$ cat config.mk
export PLATFORM = sky130hd
export DESIGN_NAME = burst_addr_gen
export DESIGN_NICKNAME = d
export VERILOG_FILES = /design/src/rtl/burst_addr_pkg.sv /design/src/rtl/bag_strobe_decode.sv /design/src/rtl/bag_beat_counter.sv /design/src/rtl/bag_order_map.sv /design/src/rtl/burst_addr_gen.sv
export SDC_FILE = /design/constraint.sdc
export NUM_CORES = 1
export LEC_CHECK = 0
export ABC_AREA = 1
export BUFFER_PORTS_ARGS = -buffer_cell sky130_fd_sc_hd__buf_2
export CAP_MARGIN = 15
export CELL_PAD_IN_SITES_DETAIL_PLACEMENT = 1
export CELL_PAD_IN_SITES_GLOBAL_PLACEMENT = 1
export CORE_MARGIN = 2
export CORE_UTILIZATION = 27
export CTS_CLUSTER_SIZE = 14
export DETAILED_ROUTE_END_ITERATION = 10
export PLACE_DENSITY_LB_ADDON = 0.1
export REMOVE_ABC_BUFFERS = 1
export SLEW_MARGIN = 20
export SYNTH_ARGS = -nofsm -noshare
export SYNTH_HDL_FRONTEND = slang
export SYNTH_SLANG_ARGS = --single-unit
export TNS_END_PERCENT = 100
$ cat constraint.sdc
create_clock -name clk -period 1.43 [get_ports clk]
set_input_delay 0.2145 -clock clk [delete_from_list [all_inputs] [get_ports clk]]
set_output_delay 0.2145 -clock clk [all_outputs]
set_load 0.1 [all_outputs]
$ cat src/rtl/burst_addr_pkg.sv
package burst_addr_pkg;

  typedef enum logic {
    ORD_LINEAR     = 1'b0,
    ORD_INTERLEAVE = 1'b1
  } order_e;

  typedef struct packed {
    logic load;
    logic step;
  } bag_ctl_t;

endpackage

$ cat src/rtl/bag_strobe_decode.sv
module bag_strobe_decode
  import burst_addr_pkg::*;
(
  input  logic     ld_a_n,
  input  logic     ld_b_n,
  input  logic     step_n,
  input  logic     loaded,
  output bag_ctl_t ctl
);

  // Either strobe starts a cycle; a step is honoured only when both are idle.
  always_comb begin
    ctl.load = ~ld_a_n | ~ld_b_n;
    ctl.step = ld_a_n & ld_b_n & ~step_n & loaded;
  end

endmodule

$ cat src/rtl/bag_beat_counter.sv
module bag_beat_counter #(
  parameter int BEAT_W = 2
) (
  input  logic              clk,
  input  logic              rst,
  input  logic              clr,
  input  logic              inc,
  output logic [BEAT_W-1:0] cnt_q,
  output logic [BEAT_W-1:0] cnt_nxt
);

  always_comb begin
    if (clr)      cnt_nxt = '0;
    else if (inc) cnt_nxt = cnt_q + BEAT_W'(1);
    else          cnt_nxt = cnt_q;
  end

  always_ff @(posedge clk) begin
    if (rst) cnt_q <= '0;
    else     cnt_q <= cnt_nxt;
  end

endmodule

$ cat src/rtl/bag_order_map.sv
module bag_order_map #(
  parameter int BEAT_W = 2
) (
  input  logic              ilv,
  input  logic [BEAT_W-1:0] start,
  input  logic [BEAT_W-1:0] beat,
  output logic [BEAT_W-1:0] low
);

  logic [BEAT_W-1:0] xor_low;
  logic [BEAT_W-1:0] add_low;

  for (genvar i = 0; i < BEAT_W; i++) begin : g_xor
    assign xor_low[i] = start[i] ^ beat[i];
  end

  assign add_low = start + beat;

  always_comb begin
    low = ilv ? xor_low : add_low;
  end

endmodule

$ cat src/rtl/burst_addr_gen.sv
module burst_addr_gen
  import burst_addr_pkg::*;
#(
  parameter int ADDR_W = 19,
  parameter int BEAT_W = 2
) (
  input  logic              clk,
  input  logic              rst,
  input  logic              ld_a_n,
  input  logic              ld_b_n,
  input  logic              step_n,
  input  logic              order_ilv,
  input  logic [ADDR_W-1:0] addr_in,
  output logic [ADDR_W-1:0] addr_out,
  output logic              addr_vld,
  output logic [BEAT_W-1:0] beat_idx
);

  bag_ctl_t          ctl;
  logic [BEAT_W-1:0] start_q;
  logic [BEAT_W-1:0] cnt_q;
  logic [BEAT_W-1:0] cnt_nxt;
  logic [BEAT_W-1:0] low_nxt;
  logic [ADDR_W-1:0] addr_q;
  logic              vld_q;
  order_e            order;

  assign order = order_e'(order_ilv);

  bag_strobe_decode u_dec (
    .ld_a_n (ld_a_n),
    .ld_b_n (ld_b_n),
    .step_n (step_n),
    .loaded (vld_q),
    .ctl    (ctl)
  );

  bag_beat_counter #(.BEAT_W(BEAT_W)) u_cnt (
    .clk     (clk),
    .rst     (rst),
    .clr     (ctl.load),
    .inc     (ctl.step),
    .cnt_q   (cnt_q),
    .cnt_nxt (cnt_nxt)
  );

  bag_order_map #(.BEAT_W(BEAT_W)) u_map (
    .ilv   (order == ORD_INTERLEAVE),
    .start (start_q),
    .beat  (cnt_nxt),
    .low   (low_nxt)
  );

  always_ff @(posedge clk) begin
    if (rst) begin
      start_q <= '0;
      addr_q  <= '0;
      vld_q   <= 1'b0;
    end else if (ctl.load) begin
      start_q <= addr_in[BEAT_W-1:0];
      addr_q  <= addr_in;
      vld_q   <= 1'b1;
    end else if (ctl.step) begin
      addr_q[BEAT_W-1:0] <= low_nxt;
    end
  end

  assign addr_out = addr_q;
  assign addr_vld = vld_q;
  assign beat_idx = cnt_q;

endmodule

==> flow_summary.yaml, run 1 <==
drt:
  wl_per_cell_um: 11.4
  drt_iter0_markers: 18
  wl_um: 2500
  firstDrtPassIters: 4
  drcViolationCount: 0
  vias: 968
  viasPerCell: 4.42
  ant_nets: 0
sta:
  timing.hold.ws_ns: 0.105
  tightestPinTransition_ns: 0.494
  slew_headroom_pct: 67.3
  rsz0062_at_grt: "yes"
  fin_crit_ns: 1.44
  min_period_over_period_pct: 101
  finClkSkew_ns: 0.000500
  hold_violations: 0
  fin_ws_ns: -0.00893
  max_freq_mhz: 695
  setup_violations: 1
  slew_violations: 0
power:
  sw_frac_of_total_pct: 36.9
  combPwrFrac_pct: 28.6
  clock_power_share_pct: 29.1
  power_density_nw_per_um2: 1320
  leakagePower_nw: 0.659
  ir_drop_v: 0.000453
  p_int_mw: 1.09
  p_seq_share_pct: 42.3
  power.switching_mw: 0.641
worst_setup_path:
  start_kind: "flop"
  r2r_setup_slack_ns: -0.009
  crit_fanout: 3
  cp.required_ns: 1.70
  worstPathArrival_ns: 1.71
  worstSetupPathType: "reg2reg"
  cp-end-kind: "flop"
synth:
  synth_area_leaders: "dfxtp_1 (52%), nor2_1 (14%), o21ai_0 (8.6%)"
  synthFlopType: "dfxtp_1"
  ys_types: 20
  netlist_area_um2: 930
  synth_edf_count: 0
  synth.most_common_cell: "nor2_1"
  async_flop_share_pct: 0
  yosysTopAreaCellShare_pct: 51.7
  synth_seq_area_share_pct: 51.7
  synthCells: 122
  synth_common_cells: "nor2_1 (35), dfxtp_1 (24), o21ai_0 (16)"
  syn_area_per_cell_um2: 7.62
  synth_top_area_cell: "dfxtp_1"
  yosysWarnings: 0
  ys_ff_latch: 24
clock_tree:
  cts_hold_buf: 0
  cts_setup_buffers: 0
  cts_tree: "built"
  cts_num_sinks: 24
  clock_latency_ns: 0.32
  cts_made_buffers: 3
  htreeDepth: 1
  clk_pin_slew_worst_paths_ns: 0.14
  cts_root_buf: "clkbuf_4"
  clock_path_buffers: 2
run_status:
  status: "complete, but fails checks"
  violations: "negative setup slack"
die:
  ios: 47
  die-area_um2: 3930
  die_y_um: 62.7
  die_w_um: 62.7
  coreArea_um2: 3310
  num_rows: 21
  initial_core_util_pct: 28.1
min_path:
  worstHoldPathType: "in2reg"
layout:
  n_fill_cell: 436
  drive_gt1_share_pct: 38.2
  fin_area_um2: 1310
  antenna_cells: 0
  multi_input_area_um2: 399
  area_growth_pct: 41.2
  nets: 200
  register_area_um2: 482
place:
  io_buffer_count: 46
  gp_congestion: 0.726
  placedInstanceArea_um2: 1230
  hpwlAfterDp_um: 1860
flow_run:
  max-cap-violations: 0
grt:
  grt_pass1_vias: 1009
  grt_max_degree: 20
  grt_overflow: 0
  grt_antenna_before_repair: 0
  gr-usage-all-layers_pct: 14.2
  grt_pass1_wl_um: 4480
final timing paths:
check	end	startpoint	depth (start not counted)
worst max-delay path	addr_out[1]	addr_vld	12
worst min-delay path	addr_out[15]	addr_in[15]	3
worst max register to register	addr_out[1]	addr_vld	12
worst min register to register	start_q[0]	start_q[0]	2
cells in the final DEF, fill, tap and decap left out, drive strengths merged:
| cell | instances |
|---|---|
| a31oi | 1 |
| buf | 52 |
| and3 | 1 |
| nand3 | 6 |
| nor3 | 1 |
| nand2 | 13 |
| a21oi | 4 |
| clkbuf | 3 |
| xnor2 | 1 |
| ha | 1 |
| dfxtp | 24 |
| inv | 10 |
| o21ai | 19 |
| nor2 | 36 |
| bufinv | 1 |
metal layers:
metal	GRT usage, %	routed length (um)	vias up
li1	-	-	490
met1	17.0	1080	446
met2	24.1	1250	30
met3	3.78	145	2
met4	5.83	19	0
met5	0	0	-
sequential cells by signal, summed over array words and instances, names as in the netlist:
| name | cells |
|---|---|
| addr_out | 19 |
| start_q | 2 |
| u_cnt.cnt_q | 2 |
| addr_vld | 1 |
through the flow:
stage	power [mW]	utilization [%]	std cells	TNS, ns	setup WS, ns
after floorplan	1.13	-	117	-1.60	-0.713
after global routing	1.82	39.6	219	-0.160	-0.160
after detailed placement	1.24	37.3	215	-0.00631	-0.00631
after global placement	1.24	37.3	215	0	0.0588
after CTS	1.76	39.4	219	0	0.0162
final	1.73	39.6	219	-0.00893	-0.00893
logic make-up (layout without fill, tap and decap cells):
kind of cell               Yosys count  after routing  share of synthesized area [%]
DFF                                 24             24                           51.7
AOI/OAI and AO/OA                   24             24                           13.5
xor gates and xnor gates             1              1                          0.942
adders and majority gates            1              1                           1.35
buffers and inverters               15             66                           7.00
and+or+nand+nor                     57             57                           25.6
power by group through the flow:
stage | logic [mW] | clock network (mW) | registers, mW
after CTS | 0.499 | 0.525 | 0.735
after global placement | 0.489 | 0 | 0.747
after detailed placement | 0.494 | 0 | 0.749
final | 0.496 | 0.505 | 0.734
after global routing | 0.524 | 0.557 | 0.740
after floorplan | 0.0820 | 0 | 1.05
layout make-up:
type | count | area share (%)
inverter | 10 | 2.86
multi-input combinational | 83 | 30.4
tap | 46 | 4.39
clock buffer | 3 | 1.72
sequential | 24 | 36.7
timing repair buffer | 52 | 21.6
clock inverter | 1 | 2.29
critical path: stages, from the launching register on:
cell and delay (ns):
dfxtp_2 0.36, inv_2 0.05, nor2_4 0.10, xnor2_2 0.13, nor2_1 0.07, ha_2 0.20
nand2_1 0.06, nand2_1 0.04, nand2_1 0.07, inv_1 0.04, nand3_1 0.06, nand3_1 0.08
a21oi_2 0.12
repair_timing:
item,CTS,global route
pin swaps,0,2
setup endpoints to repair,3,2
resized for setup,5,2
(Power assumes the default switching activity.)
==> run 2, diff against run 1 <==
--- a/config.mk
+++ b/config.mk
@@ -6,14 +6,14 @@
 export NUM_CORES = 1
 export LEC_CHECK = 0
 export ABC_AREA = 1
-export BUFFER_PORTS_ARGS = -buffer_cell sky130_fd_sc_hd__buf_2
 export CAP_MARGIN = 15
 export CELL_PAD_IN_SITES_DETAIL_PLACEMENT = 1
 export CELL_PAD_IN_SITES_GLOBAL_PLACEMENT = 1
 export CORE_MARGIN = 2
-export CORE_UTILIZATION = 27
+export CORE_UTILIZATION = 36
 export CTS_CLUSTER_SIZE = 14
 export DETAILED_ROUTE_END_ITERATION = 10
+export DONT_BUFFER_PORTS = 1
 export PLACE_DENSITY_LB_ADDON = 0.1
 export REMOVE_ABC_BUFFERS = 1
 export SLEW_MARGIN = 20
==> run 2 against run 1 <==
The run now ends clean. Highest routed layer unchanged. Largest power group unchanged. Register-to-register slack better by 0.04 ns. Count of clock-buffer cells in the layout unchanged. Power down 12%. Critical path depth unchanged. Clock skew up 0.0062 ns. Via count down 10%.
==> flow_summary.yaml, run 2 (synthesis gave the netlist of run 1 again) <==
grt:
  grt_pass1_wl_um: 3730
  gr-usage-all-layers_pct: 17.5
  grt_antenna_before_repair: 0
  grt_pass1_vias: 850
  grt_max_degree: 20
  grt_overflow: 0
worst_setup_path:
  critPathMostFrequentCell: "nand2_1"
  cp-end-kind: "flop"
  critical_path_buf_inv_count: 2
  start_kind: "flop"
  cp.required_ns: 1.69
  max_stage_delay_ns: 0.36
  crit_fanout: 3
  path_cells: "inv_2 -> nor2_4 -> xnor2_2 -> nor2_1 -> ha_2 -> nand2_1 -> nand2_1 -> nand2_1 -> inv_1 -> nand3_1 -> nand3_1 -> a21oi_2"
  worstSetupPathType: "reg2reg"
  worstPathArrival_ns: 1.66
  critical-path-top-delay-family: "simple AND/OR/NAND/NOR gates"
  cp_slowest_cell: "dfxtp_2"
drt:
  firstDrtPassIters: 4
  drcViolationCount: 0
  dr_wl_met2_um: 1200
  met1Wirelength_um: 1000
  wl_per_cell_um: 13.3
  route.met3.wl_um: 164
  ant_nets: 0
  wl_um: 2390
  routed.top_layer: "met4"
  drt_iter0_markers: 6
  vias: 869
  viasPerCell: 4.85
sta:
  slew_headroom_pct: 79.5
  slew_violations: 0
  setup_violations: 0
  fin_crit_ns: 1.40
  tightestPinTransition_ns: 0.307
  min_period_over_period_pct: 98.0
  max_freq_mhz: 714
  rsz0062_at_grt: "yes"
  finClkSkew_ns: 0.00673
  fin_setup_tns_ns: 0
  hold_violations: 0
flow_run:
  max-cap-violations: 0
layout:
  fin_util_pct: 48.6
  area_growth_pct: 28.4
  drive_gt1_share_pct: 26.8
  nets: 177
  layout_commonest_cell: "nor2_1"
  final_cell_mix: "nor2_1 (35), buf_4 (28), dfxtp_1 (23)"
  largest_reg_flops: 19
  final_cells: 179
  n_fill_cell: 320
  antenna_cells: 0
run_status:
  status: "finished clean"
clock_tree:
  clock_latency_ns: 0.31
  cts_made_buffers: 3
  cts_num_sinks: 24
  clock_path_buffers: 2
  htreeDepth: 1
  cts_tree: "built"
  clk_pin_slew_worst_paths_ns: 0.13
  cts_root_buf: "clkbuf_4"
place:
  io_buffer_count: 0
  hpwlAfterDp_um: 1780
  gp_congestion: 0.778
  dpl.cell_count: 172
power:
  ir_drop_v: 0.000724
  leakagePower_nw: 0.561
  power_density_nw_per_um2: 1270
die:
  ios: 47
  die-area_um2: 3000
  die_w_um: 54.8
  die_y_um: 54.8
  initial_core_util_pct: 37.9
  num_rows: 18
  coreArea_um2: 2450
min_path:
  worstHoldPathType: "in2reg"
-- run 2: changes by cell type in the layout (fill, tap and decap cells not counted) --
cell           previous run  this run
buf_2                    44         0
nand3_1                   4         5
buf_4                     7        28
buf_6                     1         0
bufinv_16                 1         0
dlygate4sd3_1             0         1
nand3_2                   2         1
-- run 2: what timing repair did --
item | 4_1_cts | 5_1_grt
pin swaps | 1 | 1
hold buffers | 1 | 0
resized for setup | 3 | 0
buffers inserted | 2 | 1
hold endpoints to repair | 5 | 0
setup endpoints to repair | 1 | 2
gates cloned | 0 | 0
-- run 2: layout make-up --
type	instances	area [um^2]	share of cell area, %
Inverter	10	37.5	3.14
Clock buffer	3	22.5	1.89
Sequential cell	24	482	40.4
Timing Repair Buffer	29	220	18.4
Tap cell	30	37.5	3.14
Multi-Input combinational cell	83	394	33.0
-- run 2: power breakdown --
group / internal, mW / leakage [nW] / switching (mW) / total (mW)
Clock: 0.0986 / 0.0138 / 0.198 / 0.297
Combinational: 0.0994 / 0.347 / 0.387 / 0.487
Sequential: 0.714 / 0.200 / 0.0234 / 0.737
-- run 2: per-stage QoR --
stage	hold slack [ns]	area, um^2	power (mW)	setup WS (ns)
detailed placement	0.287	1130	1.23	-0.0182
global route	0.0113	1190	1.60	-0.120
finish	0.0284	1190	1.52	0.0285
floorplan	0.284	902	1.13	-0.713
global placement	0.285	1130	1.22	0.0616
CTS	0.0203	1190	1.54	0.000719
-- run 2: worst paths after layout --
path | startpoint | slack (ns) | to | depth (start not counted)
min | addr_in[17] | 0.03 | addr_out[17] | 2
max reg2reg | addr_vld | 0.03 | addr_out[1] | 12
min reg2reg | start_q[0] | 0.49 | start_q[0] | 2
max | addr_vld | 0.03 | addr_out[1] | 12
-- run 2: metal layers --
metal,GRT usage [%],up-vias
li1,-,441
met1,20.0,398
met2,31.2,26
met3,4.37,4
met4,6.25,0
met5,0,-
